## config.mk

```make
export PLATFORM = sky130hd
export DESIGN_NAME = spi_ss_master
export DESIGN_NICKNAME = d
export VERILOG_FILES = /design/src/rtl/spi_ss_pkg.sv /design/src/rtl/spi_ss_div.sv /design/src/rtl/spi_ss_engine.sv /design/src/rtl/spi_ss_master.sv
export SDC_FILE = /design/constraint.sdc
export NUM_CORES = 1
export LEC_CHECK = 0
export ABC_AREA = 1
export CORE_ASPECT_RATIO = 1.75
export CORE_UTILIZATION = 40
export DETAILED_ROUTE_END_ITERATION = 8
export DONT_BUFFER_PORTS = 1
export GPL_TIMING_DRIVEN = 0
export PLACE_DENSITY_LB_ADDON = 0.2
export SETUP_SLACK_MARGIN = 0.05
export SLEW_MARGIN = 5
export SYNTH_ARGS = -nofsm -noshare
export SYNTH_HDL_FRONTEND = slang
export SYNTH_SLANG_ARGS = --single-unit
```

## constraint.sdc

```tcl
create_clock -name clk -period 3.9 [get_ports clk]
set_input_delay 0.585 -clock clk [delete_from_list [all_inputs] [get_ports clk]]
set_output_delay 0.585 -clock clk [all_outputs]
set_load 0.01 [all_outputs]
```

## src/rtl/spi_ss_pkg.sv

```systemverilog
package spi_ss_pkg;
  localparam int unsigned BYTE_W      = 8;
  localparam int unsigned RATE_W      = 3;
  localparam int unsigned DIV_LO_LOG2 = 2;
  localparam int unsigned DIV_HI_LOG2 = 8;
  localparam int unsigned CNT_W       = DIV_HI_LOG2;

  localparam logic [1:0] ADDR_CTRL = 2'd0;
  localparam logic [1:0] ADDR_SEL  = 2'd1;
  localparam logic [1:0] ADDR_DATA = 2'd2;

  // half serial-clock period in system cycles for a rate code
  function automatic logic [CNT_W-1:0] half_period(input logic [RATE_W-1:0] rate);
    int unsigned sh;
    sh = int'(rate) + DIV_LO_LOG2 - 1;
    if (sh > DIV_HI_LOG2 - 1) sh = DIV_HI_LOG2 - 1;
    return CNT_W'(1) << sh;
  endfunction
endpackage

```

## src/rtl/spi_ss_div.sv

```systemverilog
module spi_ss_div #(
  parameter int unsigned CNT_W = spi_ss_pkg::CNT_W
) (
  input  logic             clk,
  input  logic             rst_n,
  input  logic             run,
  input  logic             restart,
  input  logic [CNT_W-1:0] half,
  output logic             tick
);
  logic [CNT_W-1:0] cnt;

  assign tick = run && !restart && (cnt == half - 1'b1);

  always_ff @(posedge clk or negedge rst_n) begin
    if (!rst_n)                     cnt <= '0;
    else if (restart || !run || tick) cnt <= '0;
    else                            cnt <= cnt + 1'b1;
  end
endmodule

```

## src/rtl/spi_ss_engine.sv

```systemverilog
module spi_ss_engine #(
  parameter int unsigned BYTE_W = spi_ss_pkg::BYTE_W
) (
  input  logic              clk,
  input  logic              rst_n,
  input  logic              start,
  input  logic [BYTE_W-1:0] load,
  input  logic              abort,
  input  logic              tick,
  input  logic              cpha,
  input  logic              miso,
  output logic              busy,
  output logic              phase,
  output logic              mosi,
  output logic [BYTE_W-1:0] shreg,
  output logic              xfer_end
);
  localparam int unsigned LAST   = 2 * BYTE_W;
  localparam int unsigned STEP_W = $clog2(LAST + 1);

  logic [STEP_W-1:0] step;
  logic              samp;
  logic              at_last, sample_now, shift_now;

  assign at_last    = (step == STEP_W'(LAST));
  assign sample_now = tick && !at_last && (step[0] == cpha);
  assign shift_now  = tick && (step != '0) && (step[0] != cpha);
  assign xfer_end   = busy && tick && at_last;
  assign mosi       = shreg[BYTE_W-1];

  always_ff @(posedge clk or negedge rst_n) begin
    if (!rst_n) begin
      busy <= 1'b0; phase <= 1'b0; step <= '0; samp <= 1'b0; shreg <= '0;
    end else if (abort) begin
      busy <= 1'b0; phase <= 1'b0; step <= '0;
    end else if (start) begin
      busy <= 1'b1; phase <= 1'b0; step <= '0; shreg <= load;
    end else if (tick) begin
      step <= step + 1'b1;
      if (!at_last)  phase <= ~phase;
      if (sample_now) samp <= miso;
      if (shift_now)  shreg <= {shreg[BYTE_W-2:0], samp};
      if (at_last) begin
        busy <= 1'b0;
        step <= '0;
      end
    end
  end
endmodule

```

## src/rtl/spi_ss_master.sv

```systemverilog
module spi_ss_master
  import spi_ss_pkg::*;
(
  input  logic       clk,
  input  logic       rst_n,
  input  logic [1:0] reg_addr,
  input  logic       reg_wr,
  input  logic       reg_rd,
  input  logic [7:0] reg_wdata,
  output logic [7:0] reg_rdata,
  input  logic       ss_n_pin,
  input  logic       miso,
  output logic       sck,
  output logic       mosi
);
  logic              ctl_en, ctl_mstr, ctl_cpol, ctl_cpha;
  logic [RATE_W-1:0] ctl_rate;
  logic              ssi, ssm, modf, wcol, done, done_arm, modf_arm;
  logic              busy, phase, tick, xfer_end;
  logic [BYTE_W-1:0] shreg;
  logic [CNT_W-1:0]  half;

  // named internal events
  logic ss_int, fault_evt, wr_ctrl, wr_sel, wr_data, rd_sel, acc_data;
  logic start_xfer, wcol_evt, abort;

  assign ss_int     = ssm ? ssi : ss_n_pin;
  assign fault_evt  = !ss_int && ctl_mstr;
  assign wr_ctrl    = reg_wr && (reg_addr == ADDR_CTRL);
  assign wr_sel     = reg_wr && (reg_addr == ADDR_SEL);
  assign wr_data    = reg_wr && (reg_addr == ADDR_DATA);
  assign rd_sel     = reg_rd && (reg_addr == ADDR_SEL);
  assign acc_data   = (reg_wr || reg_rd) && (reg_addr == ADDR_DATA);
  assign start_xfer = wr_data && ctl_en && ctl_mstr && ss_int && !busy;
  assign wcol_evt   = wr_data && busy;
  assign abort      = fault_evt || !ctl_en || !ctl_mstr;
  assign half       = half_period(ctl_rate);

  spi_ss_div #(.CNT_W(CNT_W)) u_div (
    .clk(clk), .rst_n(rst_n), .run(busy), .restart(start_xfer),
    .half(half), .tick(tick)
  );

  spi_ss_engine #(.BYTE_W(BYTE_W)) u_eng (
    .clk(clk), .rst_n(rst_n), .start(start_xfer), .load(reg_wdata[BYTE_W-1:0]),
    .abort(abort), .tick(tick), .cpha(ctl_cpha), .miso(miso),
    .busy(busy), .phase(phase), .mosi(mosi), .shreg(shreg), .xfer_end(xfer_end)
  );

  assign sck = ctl_cpol ^ phase;

  always_ff @(posedge clk or negedge rst_n) begin
    if (!rst_n) begin
      ctl_en <= 1'b0; ctl_mstr <= 1'b0; ctl_cpol <= 1'b0; ctl_cpha <= 1'b0;
      ctl_rate <= '0; ssi <= 1'b0; ssm <= 1'b0;
    end else begin
      if (wr_ctrl) begin
        ctl_en   <= reg_wdata[0];
        ctl_mstr <= reg_wdata[1];
        ctl_cpol <= reg_wdata[2];
        ctl_cpha <= reg_wdata[3];
        ctl_rate <= reg_wdata[4 +: RATE_W];
      end
      if (fault_evt) begin
        ctl_en   <= 1'b0;
        ctl_mstr <= 1'b0;
      end
      if (wr_sel) begin
        ssi <= reg_wdata[0];
        ssm <= reg_wdata[1];
      end
    end
  end

  always_ff @(posedge clk or negedge rst_n) begin
    if (!rst_n) begin
      modf <= 1'b0; modf_arm <= 1'b0; done <= 1'b0; wcol <= 1'b0; done_arm <= 1'b0;
    end else begin
      if (fault_evt)                 modf <= 1'b1;
      else if (wr_ctrl && modf_arm)  modf <= 1'b0;
      if (wr_ctrl)                   modf_arm <= 1'b0;
      else if (rd_sel && modf)       modf_arm <= 1'b1;

      if (xfer_end)                  done <= 1'b1;
      else if (acc_data && done_arm) done <= 1'b0;
      if (wcol_evt)                  wcol <= 1'b1;
      else if (acc_data && done_arm) wcol <= 1'b0;
      if (acc_data)                  done_arm <= 1'b0;
      else if (rd_sel && (done || wcol)) done_arm <= 1'b1;
    end
  end

  always_comb begin
    case (reg_addr)
      ADDR_CTRL: reg_rdata = {1'b0, ctl_rate, ctl_cpha, ctl_cpol, ctl_mstr, ctl_en};
      ADDR_SEL:  reg_rdata = {done, wcol, modf, busy, 2'b00, ssm, ssi};
      ADDR_DATA: reg_rdata = shreg;
      default:   reg_rdata = 8'h00;
    endcase
  end
endmodule

```

==> run summary <==
Clock Tree Root = clkbuf_8
total routed wirelength = 5.24 mm
GRT Total Usage = 19.4%
Die Ht = 103 um
status = finished clean
Post-DRT Antenna Nets = 0
Leak = 1.27 nW
Finished Cell Area = 2550 um^2
number of global-route vias before repair = 2027
fin. max-slew vios = 0
crit start category = flip-flop
Syn Nets = 346
Via density = 4.93
DR iter-0 viols = 71
crit path from = ctl_rate[0]
FF+latch count, synth = 38
fin crit period = 3070 ps
R2R Setup Slk = 830 ps
Post-CTS Resized = 0
CTS sink cnt = 38
post-DR wirelength/cell = 12.8 um
io pins = 26
Yosys cell types = 30
element type at the critical path end = flip-flop
post-synth top area cell = dfrtp_1
core box area = 5630 um^2
Worst Setup Path Type = flip-flop to flip-flop
Synth Warn # = 0
Setup-failing EPs final = 0
most frequent cells in the layout = 87 x nand2_1, 55 x inv_1, 38 x dfrtp_1
DIE WIDTH = 59.9 um
final hold vios = 0
Post-Syn Area per Cell = 7.27 um^2
port buffer count = 0
Critical Path Fanout Max = 10
measured slew at the worst slew-check pin = 800 ps
Clock Path Buffers = 2
Area Growth Syn to Fin = 8.79%
nets@finish = 354
Setup TNS = 0 ps
CP arrival = 3240 ps
largest net degree at the start of global routing = 39
drt pass-1 iters = 4
RePlAce Congestion = 0.799
Starting Density = 41.7%
clk slew on worst S/H paths = 80 ps
share of the synthesized area in the top cell type = 40.5%
Post-Syn Instances = 323
Vias = 2012
worst vdd ir = 0.299 mV
CP Data Required Time = 4060 ps
DRC errors left = 0
# Max-Cap Violations = 0
Pwr Density = 438 nW/um^2
hpwl dp = 4.05 mm
RSZ-0062 raised after global routing = no
Post-DP Area = 2440 um^2
synth top area cells = dfrtp_1 40%, nand2_1 14%, inv_1 8.8%, o21ai_0 6.4%, nand3_1 5.1%
CTS tree = done
most common cell after layout, fill and taps aside = nand2_1
Hold WC Path Type = input port to async pin
fmax = 325 MHz
die area = 6190 um^2
grt ovf = 0
n_diodes = 0
CTS Buf Count = 5
post-synthesis sequential area ratio = 40.5%
Netlist Area Pre-Place = 2350 um^2
H-Tree Depth = 2
first-pass GRT wire length = 8.99 mm
Clock Latency Late Sink = 290 ps
period utilization = 78.8%
Slew HR = 46.2%
initial antenna violation count = 0
Fin Clk Skew = 6.05 ps
layout cells sized above 1 = 7.83%
Worst R2R Start = ctl_rate[0]
Core Rows = 36
==> path summary, 6_finish.rpt <==
kind / endpoint / depth (start not counted)
worst min-delay path: ctl_mstr / 1
worst max register to register: u_eng.shreg[6] / 21
worst max-delay path: u_eng.shreg[6] / 21
max in group asynchronous: u_eng.step[3] / 1
worst min register to register: modf_arm / 2
min in group clk: ctl_rate[0] / 2
==> state kept, by name, summed over array words and instances, names as in the netlist, 3 cells and up <==
name and cells:
ctl_rate 3, u_div.cnt 8, u_eng.step 5, u_eng.shreg 8
==> metal layers <==
| metal | vias to the layer above | part of all wire (%) | global-route usage [%] |
|---|---|---|---|
| li1 | 1043 | - | - |
| met1 | 928 | 40 | 20.7 |
| met2 | 32 | 56 | 37.4 |
| met3 | 9 | 2.2 | 2.36 |
| met4 | 0 | 2.3 | 7.51 |
| met5 | - | 0 | 0 |
==> per-stage QoR <==
stage | utilization (%) | std cells | total power [mW] | hold WS, ps | setup slack [ps]
final | 45.4 | 408 | 1.12 | 132 | 826
after global placement | 43.4 | 399 | 0.827 | 290 | 852
after CTS | 45.4 | 408 | 1.13 | 132 | 776
after detailed placement | 43.4 | 399 | 0.837 | 290 | 801
after global routing | 45.4 | 408 | 1.20 | 141 | 494
after floorplan | - | 323 | 0.765 | 289 | 1260
==> cells by family (layout without fill, tap and decap cells) <==
family	Yosys count	count (layout)	synth area share, %
AOI/OAI and AO/OA	46	46	11.2
DFF	38	38	40.5
adders and majority gates	7	7	3.73
buffers and inverters	60	69	10.1
xor gates and xnor gates	8	8	2.98
and+or+nand+nor	164	164	31.5
==> repair_timing <==
item,4_1_cts,5_1_grt
setup buffers,0,0
hold endpoints to repair,38,0
hold buffers,1,0
==> cell type report <==
class	count	area, um^2
multi-input combinational	225	1160
timing repair buffer	1	20.0
sequential	38	951
buffer	3	23.8
fill	608	3080
clock inverter	1	5.00
tap	76	95.1
clock buffer	7	86.3
inverter	57	214
==> synth_stat cells <==
cell type / count
ha_1: 7
clkbuf_1: 1
buf_8: 1
nand3b_1: 1
a21boi_0: 1
nand2_1: 87
nor4_1: 4
buf_2: 1
nand4_1: 3
o211ai_1: 2
clkinv_1: 1
nor3_1: 6
dfrtp_1: 38
a21oi_1: 5
nor2_2: 2
o221ai_1: 4
o21ai_0: 30
o21bai_1: 1
nand3_2: 4
inv_2: 1
o21ai_1: 1
nand2_2: 5
xor2_1: 5
o21ai_2: 2
nor2_1: 24
nand2_4: 2
nor3b_1: 2
nand3_1: 24
xnor2_1: 3
inv_1: 55
==> power breakdown <==
group | switching (mW) | internal [mW] | total, mW
Clock | 0.139 | 0.143 | 0.281
Combinational | 0.214 | 0.113 | 0.327
Sequential | 0.0463 | 0.464 | 0.510
==> critical path, stage by stage (launching register included) <==
cell and delay [ps]:
dfrtp_1 480, inv_1 110, ha_1 300, inv_1 100, nand2_1 60, nor2_1 140
nand2_1 90, ha_1 330, inv_1 50, nand2_1 50, nand2_1 40, nor2_1 90
nand2_1 60, nor2_1 80, nand2_1 60, nor2_1 90, nand3_1 120, nor2_2 190
nand3_2 140, nand2_4 140, buf_8 150, o21ai_0 90
No activity file was read; power rests on OpenSTA's default activity.
